### src/rtl/spd_pkg.sv
package spd_pkg;

  // One completed sector period, reported for a single cycle.
  typedef struct packed {
    logic valid;     // a sector-to-sector gap has just been measured
    logic in_limit;  // gap was not longer than the underspeed limit
  } gap_evt_t;

endpackage

### src/rtl/spd_edge_sync.sv
module spd_edge_sync #(
  parameter int SYNC_STAGES = 2
) (
  input  logic clk,
  input  logic rst_n,
  input  logic din,
  output logic rise
);
  localparam int TOTAL = SYNC_STAGES + 1;

  logic [TOTAL-1:0] chain;

  genvar i;
  generate
    for (i = 0; i < TOTAL; i++) begin : g_stage
      if (i == 0) begin : g_first
        always_ff @(posedge clk) begin
          if (!rst_n) chain[0] <= 1'b0;
          else        chain[0] <= din;
        end
      end else begin : g_next
        always_ff @(posedge clk) begin
          if (!rst_n) chain[i] <= 1'b0;
          else        chain[i] <= chain[i-1];
        end
      end
    end
  endgenerate

  assign rise = chain[TOTAL-2] & ~chain[TOTAL-1];
endmodule

### src/rtl/spd_gap_meter.sv
module spd_gap_meter
  import spd_pkg::*;
#(
  parameter int NOM_PERIOD = 250000
) (
  input  logic     clk,
  input  logic     rst_n,
  input  logic     rise,
  output gap_evt_t evt,
  output logic     slow,
  output logic     stopped
);
  localparam int SLOW_LIMIT = (NOM_PERIOD * 10) / 7;
  localparam int MIN_GAP    = NOM_PERIOD / 4;
  localparam int STOP_LIMIT = NOM_PERIOD * 50;
  localparam int CNT_W      = $clog2(STOP_LIMIT + 1);

  logic [CNT_W-1:0] cnt;
  logic             have_prev;
  logic             accept;
  logic             first;

  assign first  = rise & ~have_prev;
  assign accept = rise & have_prev & (cnt >= CNT_W'(MIN_GAP));

  always_ff @(posedge clk) begin
    if (!rst_n) begin
      cnt       <= '0;
      have_prev <= 1'b0;
      slow      <= 1'b0;
      stopped   <= 1'b0;
      evt       <= '0;
    end else begin
      evt <= '0;
      if (first) begin
        have_prev <= 1'b1;
        cnt       <= CNT_W'(1);
        stopped   <= 1'b0;
      end else if (accept) begin
        evt.valid    <= 1'b1;
        evt.in_limit <= (cnt <= CNT_W'(SLOW_LIMIT));
        slow         <= (cnt > CNT_W'(SLOW_LIMIT));
        cnt          <= CNT_W'(1);
        stopped      <= 1'b0;
      end else begin
        // no edge, or an index edge that is too early: keep timing
        if (cnt < CNT_W'(STOP_LIMIT))      cnt     <= cnt + 1'b1;
        if (cnt >= CNT_W'(SLOW_LIMIT))     slow    <= 1'b1;
        if (cnt >= CNT_W'(STOP_LIMIT - 1)) stopped <= 1'b1;
      end
    end
  end
endmodule

### src/rtl/spd_settle.sv
module spd_settle
  import spd_pkg::*;
#(
  parameter int SETTLE_PERIODS = 8
) (
  input  logic                                  clk,
  input  logic                                  rst_n,
  input  logic                                  motor_on,
  input  gap_evt_t                              evt,
  input  logic                                  slow,
  output logic [$clog2(SETTLE_PERIODS+1)-1:0]   run_cnt,
  output logic                                  squelch
);
  localparam int RUN_W = $clog2(SETTLE_PERIODS + 1);

  logic steady;
  logic broken;

  assign broken = ~motor_on | slow | (evt.valid & ~evt.in_limit);

  always_ff @(posedge clk) begin
    if (!rst_n)                                              run_cnt <= '0;
    else if (broken)                                         run_cnt <= '0;
    else if (evt.valid && run_cnt < RUN_W'(SETTLE_PERIODS))  run_cnt <= run_cnt + 1'b1;
  end

  assign steady  = (run_cnt == RUN_W'(SETTLE_PERIODS));
  assign squelch = ~(motor_on & steady);
endmodule

### src/rtl/spd_qualify.sv
module spd_qualify
  import spd_pkg::*;
#(
  parameter int QUAL_PERIODS = 16
) (
  input  logic     clk,
  input  logic     rst_n,
  input  logic     motor_on,
  input  logic     squelch,
  input  gap_evt_t evt,
  input  logic     slow,
  input  logic     stopped,
  output logic     qualified,
  output logic     fault
);
  localparam int ACC_W = $clog2(QUAL_PERIODS + 1);

  logic [ACC_W-1:0] acc;
  logic             reached;

  assign reached = (acc == ACC_W'(QUAL_PERIODS));

  // speed accumulator, held at zero while squelched
  always_ff @(posedge clk) begin
    if (!rst_n)                                       acc <= '0;
    else if (squelch)                                 acc <= '0;
    else if (evt.valid && evt.in_limit && !reached)   acc <= acc + 1'b1;
  end

  // latch reset: active until qualified, active again after near stop
  always_ff @(posedge clk) begin
    if (!rst_n)       qualified <= 1'b0;
    else if (stopped) qualified <= 1'b0;
    else if (reached) qualified <= 1'b1;
  end

  // sticky underspeed latch
  always_ff @(posedge clk) begin
    if (!rst_n)                 fault <= 1'b0;
    else if (!motor_on)         fault <= 1'b0;
    else if (qualified && slow) fault <= 1'b1;
  end
endmodule

### src/rtl/spd_supervisor.sv
module spd_supervisor
  import spd_pkg::*;
#(
  parameter int NOM_PERIOD     = 250000,
  parameter int SETTLE_PERIODS = 8,
  parameter int QUAL_PERIODS   = 16,
  parameter int SYNC_STAGES    = 2
) (
  input  logic clk,
  input  logic rst_n,
  input  logic motor_on,
  input  logic sector_in,
  output logic speed_ok,
  output logic underspeed_fault,
  output logic squelch
);
  localparam int RUN_W = $clog2(SETTLE_PERIODS + 1);

  logic             rise;
  gap_evt_t         evt;
  logic             slow;
  logic             stopped;
  logic [RUN_W-1:0] run_cnt;
  logic             qualified;

  spd_edge_sync #(.SYNC_STAGES(SYNC_STAGES)) u_sync (
    .clk(clk), .rst_n(rst_n), .din(sector_in), .rise(rise)
  );

  spd_gap_meter #(.NOM_PERIOD(NOM_PERIOD)) u_meter (
    .clk(clk), .rst_n(rst_n), .rise(rise),
    .evt(evt), .slow(slow), .stopped(stopped)
  );

  spd_settle #(.SETTLE_PERIODS(SETTLE_PERIODS)) u_settle (
    .clk(clk), .rst_n(rst_n), .motor_on(motor_on), .evt(evt),
    .slow(slow), .run_cnt(run_cnt), .squelch(squelch)
  );

  spd_qualify #(.QUAL_PERIODS(QUAL_PERIODS)) u_qual (
    .clk(clk), .rst_n(rst_n), .motor_on(motor_on), .squelch(squelch),
    .evt(evt), .slow(slow), .stopped(stopped),
    .qualified(qualified), .fault(underspeed_fault)
  );

  assign speed_ok = qualified & motor_on & ~underspeed_fault;
endmodule

### config.mk
export PLATFORM = sky130hd
export DESIGN_NAME = spd_supervisor
export DESIGN_NICKNAME = d
export VERILOG_FILES = /design/src/rtl/spd_pkg.sv /design/src/rtl/spd_edge_sync.sv /design/src/rtl/spd_gap_meter.sv /design/src/rtl/spd_settle.sv /design/src/rtl/spd_qualify.sv /design/src/rtl/spd_supervisor.sv
export SDC_FILE = /design/constraint.sdc
export NUM_CORES = 1
export LEC_CHECK = 0
export BUFFER_PORTS_ARGS = -buffer_cell sky130_fd_sc_hd__clkbuf_2
export CORE_ASPECT_RATIO = 0.9
export CORE_MARGIN = 2
export CORE_UTILIZATION = 45
export CTS_BUF_LIST = sky130_fd_sc_hd__clkbuf_8 sky130_fd_sc_hd__clkbuf_16
export DETAILED_ROUTE_END_ITERATION = 8
export SYNTH_ARGS = -nofsm -noshare
export SYNTH_HDL_FRONTEND = slang
export SYNTH_SLANG_ARGS = --single-unit
### constraint.sdc
create_clock -name clk -period 2.46 [get_ports clk]
set_input_delay 0.369 -clock clk [delete_from_list [all_inputs] [get_ports clk]]
set_output_delay 0.369 -clock clk [all_outputs]
set_load 0.02 [all_outputs]
==> metrics.md, run 1 <==
| Metric | Value |
|---|---|
| Status | finished, final reports clean |
| Row cnt | 24 |
| Max Cap Violations | 0 |
| Initial Utilization | 0.460 |
| Fmax | 475 MHz |
| Setup TNS | 0 ns |
| Hold/Removal Path Class | in -> reg |
| Total gr overflow | 0 |
| Final Slew Violations | 0 |
| Via density | 5.25 |
| Post-CTS Setup Repair Bufs | 0 |
| DIE AREA | 0.00545 mm2 |
| Wire length of the first global-routing pass | 7.85 mm |
| Kind of critical path | reg -> reg |
| Post-DP HPWL | 3.11 mm |
| Antenna Nets Post-Route | 0 |
| Share of the synthesized area in the top cell type | 0.392 |
| Slew Limit Headroom | 0.628 |
| N_diodes | 0 |
| Number of global-route vias before repair | 1670 |
| Worst EP required | 2.69 ns |
| Crit. End Element | flip-flop |
| Tcrit/Tclk final | 0.856 |
| H-tree level count | 2 |
| Remaining DRCs | 0 |
| CTS Buf Count | 5 |
| RSZ-0062 raised after global routing | false |
| CP startpoint kind | flip-flop |
| Asr flop ratio synth | 0 |
| Clock Path Buffers | 2 |
| Synth cell types | 47 |
| Cells after Synth | 263 |
| Worst-path clk slew | 0.09 ns |
| Ratio of cells with drive above 1 in the final layout | 0.0929 |
| Worst slew pin tran | 0.553 ns |
| Worst skew pair latency | 0.29 ns |
| Cell taking the most area after synthesis | dfxtp_1 |
| Via count | 1753 |
| Drt first-iter violations | 72 |
| Mapped Area | 0.00219 mm2 |
| IO Port Bufs | 6 |
| PostCTS Resize Cnt | 0 |
| IO Pins | 7 |
| Hold WS | 0.277 ns |
| Synthesized flop and latch total | 43 |
| Synth Flop Type | dfxtp_1 |
| Clock Skew | 0.00951 ns |
| Leakage | 0.000847 uW |
| Most common cell in the synthesized netlist | dfxtp_1 |
| Fill count | 467 |
| Final Routed Wirelength | 4.41 mm |
| Tmin final | 2.10 ns |
| Total GRT Usage | 0.177 |
| Worst vdd ir | 0.000297 V |
| Pin count of the biggest net entering global routing | 25 |
| Final #Nets | 278 |
| Arr. time, crit path | 2.34 ns |
| Clock Sink Count | 43 |
| Final hold violation count | 0 |
| Initial antenna violation count | 0 |
| CORE AREA | 0.00477 mm2 |
| Die height | 70.3 um |
| Final GP Congestion | 0.794 |
| Pwr/cell area | 512 mW/mm2 |
| Pre-antenna DRT Iters | 4 |
| Post-synth EDFFs | 0 |
| CTS tree | yes |
| Sequential share of the synthesized area | 0.392 |
| Clk root buf | clkbuf_8 |
| Final setup vio count | 0 |
| Mapped Nets | 273 |
| Routed length per instance | 13.2 um |
| Yosys Warn Count | 0 |
| Syn avg cell area | 8.34 um2 |
| Largest cells by area after synthesis | dfxtp_1 39%, xnor2_1 9.6%, nor2_1 6.8% |
| Synth top cells by count | 43 x dfxtp_1, 40 x nor2_1, 24 x xnor2_1, 16 x nand2_1 |
| # hold bufs at CTS | 0 |
| Crit Path Max Fanout | 24 |
| Area grow syn2layout | 8.21% |
| Chip width | 77.6 um |
## routing by layer
metal  global-route usage  wire length, um  vias up
li1                     -                -      916
met1                0.266             2480      828
met3               0.0349               65        2
met4               0.0476               26        0
met5                    0                0        -
met2                0.257             1840        7
## power by group
| part | leakage (uW) | internal [uW] | switching (uW) |
|---|---|---|---|
| combinational | 0.000459 | 15.1 | 23.4 |
| sequential | 0.000347 | 703 | 7.39 |
| clock | 0.0000408 | 203 | 265 |
| total | 0.000847 | 921 | 296 |
## cells by family (layout without fill, tap and decap cells)
group           Yosys count  count (layout)  share of synthesized area
buf+inv                  27              33                     0.0576
flops                    43              43                      0.392
compound gates           26              26                     0.0787
xor+xnor                 28              28                      0.112
mux                       1               1                    0.00456
simple gates            132             132                      0.321
fa+ha+maj                 6               6                     0.0342
## registers in the layout (all words and copies together), names as in the netlist
signal,flops
u_meter.cnt,24
u_qual.acc,5
u_settle.run_cnt,4
u_sync.chain,3
u_meter.evt,2
u_meter.have_prev,1
u_meter.slow,1
u_meter.stopped,1
u_qual.fault,1
u_qual.qualified,1
## metrics by stage
| step | instances | total power (uW) | setup WS (ns) | utilization | instance area (um2) |
|---|---|---|---|---|---|
| 6_report | 334 | 1220 | 0.355 | 0.497 | 2370 |
| 5_1_grt | 334 | 1260 | 0.230 | 0.497 | 2370 |
| 4_1_cts | 334 | 1230 | 0.359 | 0.497 | 2370 |
| 3_5_place_dp | 326 | 765 | 0.387 | 0.478 | 2280 |
| 3_3_place_gp | 326 | 764 | 0.357 | 0.478 | 2280 |
| 2_1_floorplan | 263 | 757 | 0.488 | - | 2190 |
## worst max-delay path, stage by stage (launching register included)
cell and delay (ns):
dfxtp_1 0.35, or4_4 0.56, o311a_1 0.40, or3_1 0.35
buf_4 0.23, nor2_1 0.14
## path summary, 6_finish.rpt
check                        from         endpoint  slack, ns  cells after the start
setup reg to reg  u_meter.cnt[23]   u_meter.cnt[6]       0.36                      5
setup / recovery  u_meter.cnt[23]   u_meter.cnt[6]       0.36                      5
hold reg to reg   u_sync.chain[0]  u_sync.chain[1]       0.44                      1
hold / removal          sector_in  u_sync.chain[0]       0.28                      2
## layout make-up
type / instances / area (um2) / share of cell area
Multi-Input combinational cell: 193 / 1220 / 0.512
Inverter: 13 / 48.8 / 0.0205
Sequential cell: 43 / 861 / 0.362
Tap cell: 65 / 81.3 / 0.0342
Timing Repair Buffer: 12 / 75.1 / 0.0316
Clock buffer: 5 / 68.8 / 0.0290
Clock inverter: 3 / 23.8 / 0.0100
## layout by cell type, fill, tap and decap left out, drive strengths merged, types with 7 or more instances in the layout
master and n:
nor2 42, a21oi 9, and2 8, nor4 11
nand3 7, nor3 13, inv 14, nand2 16
clkbuf 11, nand4 9, dfxtp 43, xnor2 24
Power figures use the tool's default switching activity.
==> run 2: changes to the inputs <==
--- a/config.mk
+++ b/config.mk
@@ -13,4 +13,5 @@
 export DETAILED_ROUTE_END_ITERATION = 8
 export SYNTH_ARGS = -nofsm -noshare
 export SYNTH_HDL_FRONTEND = slang
+export SYNTH_HIERARCHICAL = 1
 export SYNTH_SLANG_ARGS = --single-unit
==> constraint.sdc (replaced) <==
create_clock -name clk -period 2.6 [get_ports clk]
set_input_delay 0.39 -clock clk [delete_from_list [all_inputs] [get_ports clk]]
set_output_delay 0.39 -clock clk [all_outputs]
set_load 0.02 [all_outputs]
==> metrics.md, run 2 <==
| Metric | Value |
|---|---|
| Status | finished, final reports clean |
| Worst vdd ir | 0.000242 V (-19%) |
| Leakage | 0.000755 uW (-11%) |
| Synth top cells by count | 43 x dfxtp_1, 29 x a21oi_1, 17 x nor2_1, 17 x or3_1 |
| Wire length of the first global-routing pass | 8.07 mm (+2.7%) |
| Antenna Nets Post-Route | 0 (unchanged) |
| H-tree level count | 2 (unchanged) |
| Number of global-route vias before repair | 1762 (+5.5%) |
| Most common cell after layout, fill and taps aside | dfxtp_1 |
| Row cnt | 24 (unchanged) |
| Footprint of the multi-input gates | 0.00125 mm2 (+2.6%) |
| Final Slew Violations | 0 (unchanged) |
| Fill count | 495 (+6.0%) |
| Fmax | 475 MHz (about the same) |
| Synth Flop Type | dfxtp_1 |
| Asr flop ratio synth | 0 (unchanged) |
| Routed length per instance | 13.7 um (+3.7%) |
| Die height | 70.6 um (+0.46%) |
| Synth cell types | 43 (-8.5%) |
| IO Pins | 7 (unchanged) |
| Initial antenna violation count | 0 (unchanged) |
| Worst EP required | 2.78 ns (+0.09 ns) |
| Setup TNS | 0 ns (unchanged) |
| Sequential share of the synthesized area | 0.388 (-0.00377) |
| Via count | 1960 (+12%) |
| N_diodes | 0 (unchanged) |
| Worst slew pin tran | 0.428 ns (-0.125 ns) |
| Final Routed Wirelength | 4.61 mm (+4.6%) |
| Ratio of cells with drive above 1 in the final layout | 0.0956 (+0.00265) |
| Final Worst Setup Slack | 0.495 ns (+0.140 ns) |
| Max FFs per register | 24 (unchanged) |
| Crit Path Max Fanout | 5 (-79%) |
| Tcrit/Tclk final | 0.810 (-0.0459) |
| Kind of critical path | reg -> reg |
| RSZ-0062 raised after global routing | false |
| Synthesized flop and latch total | 43 (unchanged) |
| Clk root buf | clkbuf_8 |
| Crit. End Element | flip-flop |
| Syn avg cell area | 8.39 um2 (+0.59%) |
| Post-DP HPWL | 3.22 mm (+3.6%) |
| Post-CTS Setup Repair Bufs | 0 (unchanged) |
| Final #Nets | 281 (+1.1%) |
| Final GP Congestion | 0.751 (-5.4%) |
| Mapped Area | 0.00222 mm2 (+0.97%) |
| Cells after Synth | 264 (+0.38%) |
| # hold bufs at CTS | 0 (unchanged) |
| Largest cells by area after synthesis | dfxtp_1 39%, a21oi_1 6.5%, o31ai_1 5.1% |
| Clock Path Buffers | 2 (unchanged) |
| Remaining DRCs | 0 (unchanged) |
| Post-synth EDFFs | 0 (unchanged) |
| Max Cap Violations | 0 (unchanged) |
| Largest reg by FF count | u_meter/cnt |
| Mapped Nets | 274 (+0.37%) |
| Final setup vio count | 0 (unchanged) |
| Total GRT Usage | 0.180 (+0.00343) |
| CTS Buf Count | 5 (unchanged) |
| CTS tree | yes |
| Chip width | 78.0 um (+0.46%) |
| Slew Limit Headroom | 0.714 (+0.0854) |
| Total gr overflow | 0 (unchanged) |
| Hold/Removal Path Class | in -> reg |
| Yosys Warn Count | 6 (+6) |
| Final hold violation count | 0 (unchanged) |
| Drt first-iter violations | 135 (+88%) |
| Share of the synthesized area in the top cell type | 0.388 (-0.00377) |
| CP startpoint kind | flip-flop |
| DIE AREA | 0.00550 mm2 (+0.92%) |
| CORE AREA | 0.00480 mm2 (+0.63%) |
| Most common cell in the synthesized netlist | dfxtp_1 |
| Worst skew pair latency | 0.30 ns (about the same) |
| Cell taking the most area after synthesis | dfxtp_1 |
| Initial Utilization | 0.461 (+0.00155) |
| Pwr/cell area | 475 mW/mm2 (-7.3%) |
| Worst-path clk slew | 0.09 ns (about the same) |
| Clock Skew | 0.00942 ns (-0.0000968 ns) |
| Pre-antenna DRT Iters | 4 (unchanged) |
| PostCTS Resize Cnt | 0 (unchanged) |
| Clock Sink Count | 43 (unchanged) |
| IO Port Bufs | 6 (unchanged) |
| Arr. time, crit path | 2.29 ns (-0.05 ns) |
| Most frequent cells in the layout | 43 x dfxtp_1, 29 x a21oi_1, 17 x nor2_1, 17 x or3_1 |
| Regs by FF count | u_meter/cnt: 24 flops, u_qual/acc: 5 flops, u_settle/run_cnt: 4 flops |
| Pre-CTS WS | 0.496 ns (+0.109 ns) |
| Area grow syn2layout | 8.13% (about the same) |
| Via density | 5.82 (+11%) |
| Register area | 861 um2 (unchanged) |
| Util after Layout | 0.499 (+0.00132) |
| Tmin final | 2.11 ns (+0.000481 ns) |
| Pin count of the biggest net entering global routing | 25 (unchanged) |
run 2: cell types whose count changed after synthesis, sizes merged, moves of 14 or more:
| cell | change |
|---|---|
| nor2 | -25 |
| xnor2 | -22 |
| a21oi | +20 |
| or3 | +16 |
| o31ai | +14 |
run 2: per-stage QoR:
step	instances	hold WS [ns]	area (um2)	total power, uW
final	337	0.289	2400	1140
after CTS	337	0.282	2400	1150
after detailed placement	329	0.415	2300	719
after floorplan	264	0.399	2220	707
after global routing	337	0.286	2400	1180
after global placement	329	0.406	2300	719
run 2: worst max-delay path, cell delays in order, from the launching register on:
cell      delay, ns
dfxtp_1        0.35
or4_4          0.55
or3_1          0.36
or4_1          0.53
o21ai_1        0.12
a221oi_1       0.09
run 2: final timing paths:
path                     end  cells past startpoint            start  slack [ns]
max             u_meter/slow                      5  u_meter/cnt[19]        0.49
min          u_sync/chain[0]                      2        sector_in        0.29
max reg2reg     u_meter/slow                      5  u_meter/cnt[19]        0.49
min reg2reg  u_sync/chain[1]                      1  u_sync/chain[0]        0.43
run 2: cell type report:
class                           count  area share
Multi-Input combinational cell    198       0.521
Sequential cell                    43       0.359
Tap cell                           65      0.0339
Clock buffer                        5      0.0287
Timing Repair Buffer               11      0.0282
Inverter                           12      0.0188
Clock inverter                      3      0.0104
run 2: kinds of logic after synthesis:
group	count (synthesis)	share of synthesized area
compound gates	71	0.194
mux	2	0.00903
xor+xnor	3	0.0119
flops	43	0.388
buf+inv	23	0.0486
fa+ha+maj	6	0.0339
simple gates	116	0.314
run 2: power breakdown:
part | internal (uW) | switching (uW) | leakage [uW]
Combinational | 11.9 | 20.3 | 0.000363
Clock | 192 | 243 | 0.0000443
Sequential | 664 | 7.00 | 0.000347
run 2: per-layer routing:
layer  GRT usage  share of wire
met4      0.0585         0.0035
met2       0.261           0.42
met3      0.0408          0.037
met1       0.267           0.54
met5           0              0
==> run 3: changes to the inputs <==
--- a/config.mk
+++ b/config.mk
@@ -5,6 +5,7 @@
 export SDC_FILE = /design/constraint.sdc
 export NUM_CORES = 1
 export LEC_CHECK = 0
+export ABC_AREA = 1
 export BUFFER_PORTS_ARGS = -buffer_cell sky130_fd_sc_hd__clkbuf_2
 export CORE_ASPECT_RATIO = 0.9
 export CORE_MARGIN = 2
==> constraint.sdc (replaced) <==
create_clock -name clk -period 1.8 [get_ports clk]
set_input_delay 0.27 -clock clk [delete_from_list [all_inputs] [get_ports clk]]
set_output_delay 0.27 -clock clk [all_outputs]
set_load 0.02 [all_outputs]
==> metrics.md, run 3 <==
| Metric | Value |
|---|---|
| WP buf/inv | 3 (+3) |
| Ratio of cells with drive above 1 in the final layout | 0.174 (+0.0782) |
| Max FFs per register | 24 (unchanged) |
| Crit. End Element | flip-flop |
| Tmin final | 1.63 ns (-0.473 ns) |
| Worst Setup SP | u_meter/cnt[15] |
| Initial Utilization | 0.459 (-0.00206) |
| Largest family of logic cells by synthesized area | simple AND/OR/NAND/NOR gates |
| Pwr/cell area | 552 mW/mm2 (+16%) |
| Non-filler cells, final | 561 (+66%) |
| Clk root buf | clkbuf_8 |
| Most common cell in the synthesized netlist | nand2_1 |
| Footprint of the multi-input gates | 0.00165 mm2 (+32%) |
| Post-synthesis adder-cell area fraction | 0.0270 (-0.00684) |
| Share of the synthesized area in the top cell type | 0.310 (-0.0784) |
| Worst slew pin tran | 0.335 ns (-0.0931 ns) |
| Crit-path slowest cell | dfxtp_1 |
| Post-DP HPWL | 5.29 mm (+64%) |
| Post-Synth XOR/XNOR Area | 0.0599 (+0.0481) |
| Placed insts | 552 (+68%) |
| Total gr overflow | 0 (unchanged) |
| Fmax | 612 MHz (+29%) |
| CP startpoint kind | flip-flop |
| Initial antenna violation count | 0 (unchanged) |
| Register area | 861 um2 (unchanged) |
| Yosys Warn Count | 6 (unchanged) |
| Final Routed Wirelength | 7.02 mm (+52%) |
| Wire length of the first global-routing pass | 11.6 mm (+44%) |
| Cells after Synth | 445 (+69%) |
| Sequential share of the synthesized area | 0.310 (-0.0784) |
| # hold bufs at CTS | 0 (unchanged) |
| Compound-cell area share of the yosys netlist | 0.0766 (-0.118) |
| Final GP Congestion | 0.896 (+19%) |
| Chip width | 86.8 um (+11%) |
| Worst skew pair latency | 0.29 ns (about the same) |
| Post-CTS Setup Repair Bufs | 0 (unchanged) |
| Slowest stage delay, CP | 0.40 ns (-0.15 ns) |
| Status | finished, final reports clean |
| Via density | 4.83 (-17%) |
| H-tree level count | 2 (unchanged) |
| Kind of critical path | reg -> reg |
| Post-synth EDFFs | 0 (unchanged) |
| Mapped Nets | 455 (+66%) |
| CP delay by family, top | simple AND/OR/NAND/NOR gates |
| Cell mode on critical path | nand2_1 |
| Via count | 2709 (+38%) |
| Drt first-iter violations | 170 (+26%) |
| Die height | 78.5 um (+11%) |
| Remaining DRCs | 0 (unchanged) |
| CP cell instances | nand2_1 > buf_4 > nor2_1 > nand3_1 > nand2_1 > inv_1 > nand2_1 > nand2_2 > nand3_4 > buf_12 > a21oi_1 |
| DP Area | 0.00312 mm2 (+36%) |
| Antenna Nets Post-Route | 0 (unchanged) |
| CORE AREA | 0.00605 mm2 (+26%) |
| Worst flop-to-flop path startpoint | u_meter/cnt[15] |
| Total GRT Usage | 0.215 (+0.0344) |
| IO Pins | 7 (unchanged) |
| Synth Flop Type | dfxtp_1 |
| Fill count | 625 (+26%) |
| Leakage | 0.00142 uW (+88%) |
| DIE AREA | 0.00681 mm2 (+24%) |
| Syn avg cell area | 6.24 um2 (-26%) |
| Mapped Area | 0.00278 mm2 (+25%) |
| Cell taking the most area after synthesis | dfxtp_1 |
| Global route hottest layer | met1 |
| Worst-path clk slew | 0.09 ns (about the same) |
| Pwr Total | 1810 uW (+59%) |
| Clock Skew | 0.00461 ns (-0.00481 ns) |
| Row cnt | 27 (+13%) |
| IO Port Bufs | 6 (unchanged) |
| Worst EP required | 1.98 ns (-0.80 ns) |
| Pin count of the biggest net entering global routing | 25 (unchanged) |
| Clock Path Buffers | 2 (unchanged) |
| Final #Nets | 498 (+77%) |
| Tcrit/Tclk final | 0.907 (+0.0974) |
| Largest cells by area after synthesis | dfxtp_1 31%, nand2_1 20%, nor2_1 10% |
| Area grow syn2layout | 17.7% |
| Post-Synth Simple-Gate Area | 0.417 (+0.103) |
| Synthesized flop and latch total | 43 (unchanged) |
| Worst vdd ir | 0.000315 V (+30%) |
| Slew Limit Headroom | 0.776 (+0.0626) |
| Hold WS | 0.154 ns (-0.136 ns) |
| Arr. time, crit path | 1.82 ns (-0.47 ns) |
| Synth top cells by count | 145 x nand2_1, 76 x nor2_1, 53 x inv_1, 43 x dfxtp_1, 28 x a21oi_1 |
| Final hold violation count | 0 (unchanged) |
| Regs by FF count | u_meter/cnt: 24 flops, u_qual/acc: 5 flops, u_settle/run_cnt: 4 flops |
| Most common cell after layout, fill and taps aside | nand2_1 |
| RSZ-0062 raised after global routing | false |
| Util after Layout | 0.540 (+0.0418) |
| Post-route design area | 0.00327 mm2 (+36%) |
| Asr flop ratio synth | 0 (unchanged) |
| Largest reg by FF count | u_meter/cnt |
| CTS tree | yes |
| Hold path start | sector_in |
| Met3 Resource Use GR | 0.0389 (-0.00191) |
| Most frequent cells in the layout | 143 x nand2_1, 74 x nor2_1, 53 x inv_1, 43 x dfxtp_1, 36 x buf_4 |
| Final setup vio count | 0 (unchanged) |
| Clock Sink Count | 43 (unchanged) |
| Max Cap Violations | 0 (unchanged) |
| N_diodes | 0 (unchanged) |
| Crit Path Max Fanout | 14 (+9) |
| Met2 usage | 0.307 (+0.0454) |
| CTS Buf Count | 5 (unchanged) |
| Routed length per instance | 12.5 um (-8.6%) |
| GR Util met1 | 0.326 (+0.0588) |
| Pre-antenna DRT Iters | 5 (+1) |
| Final Slew Violations | 0 (unchanged) |
| Hold/Removal Path Class | in -> reg |
| Number of global-route vias before repair | 2463 (+40%) |
| Post-synthesis mux area share | 0 (-0.00903) |
| Synth cell types | 28 (-35%) |
[run 3: cell types whose count changed in the layout (fill, tap and decap cells not counted), sizes merged, moves of 15 or more]
cell   before  now
buf         5   38
inv        12   57
nand2      15  151
nor2       17   86
o31ai      15    0
or3        17    0
[run 3: logic make-up (layout without fill, tap and decap cells)]
group,count (synthesis),in the layout
AOI/OAI and AO/OA,38,38
xor gates and xnor gates,19,19
DFF,43,43
buffers and inverters,67,110
and+or+nand+nor,272,273
adders and majority gates,6,6
[run 3: final timing paths]
check	end	slack (ns)	depth (start not counted)
setup / recovery	u_meter/cnt[6]	0.17	11
hold / removal	u_sync/chain[0]	0.15	3
setup reg to reg	u_meter/cnt[6]	0.17	11
hold reg to reg	u_sync/chain[1]	0.42	2
[run 3: worst reg2reg max path, stage by stage, from the launching register on]
cell and delay (ns):
dfxtp_1 0.40, nand2_1 0.09, buf_4 0.14, nor2_1 0.16, nand3_1 0.14, nand2_1 0.09, inv_1 0.05, nand2_1 0.07
nand2_2 0.08, nand3_4 0.09, buf_12 0.15, a21oi_1 0.05
[run 3: metrics by stage]
stage | setup TNS, ns | setup WS, ns
detailed placement | -2.14 | -0.226
CTS | 0 | 0.0641
floorplan | 0 | 0.346
global route | 0 | 0.0352
global placement | -1.10 | -0.118
finish | 0 | 0.167
[run 3: routing by layer]
layer / wire length [um] / vias to the layer above
met5: 0 / -
met4: 85 / 0
met3: 373 / 8
met2: 2840 / 70
met1: 3720 / 1181
li1: - / 1450
[run 3: cell type report]
class                      instances  area share
multi-input combinational        336       0.503
clock inverter                     3      0.0134
inverter                          58      0.0670
clock buffer                       5      0.0211
timing repair buffer              44       0.104
sequential                        43       0.263
tap                               72      0.0276
[run 3: what timing repair did]
item                       4_1_cts  5_1_grt
pin swaps                        0        1
setup endpoints to repair       22       24
gates cloned                     0        1
gates resized for setup          1        6
[run 3: report_power, final]
group / switching (uW) / internal (uW) / total (uW)
registers: 9.14 / 960 / 969
logic: 44.3 / 30.1 / 74.3
clock network: 348 / 413 / 762
total: 402 / 1400 / 1810
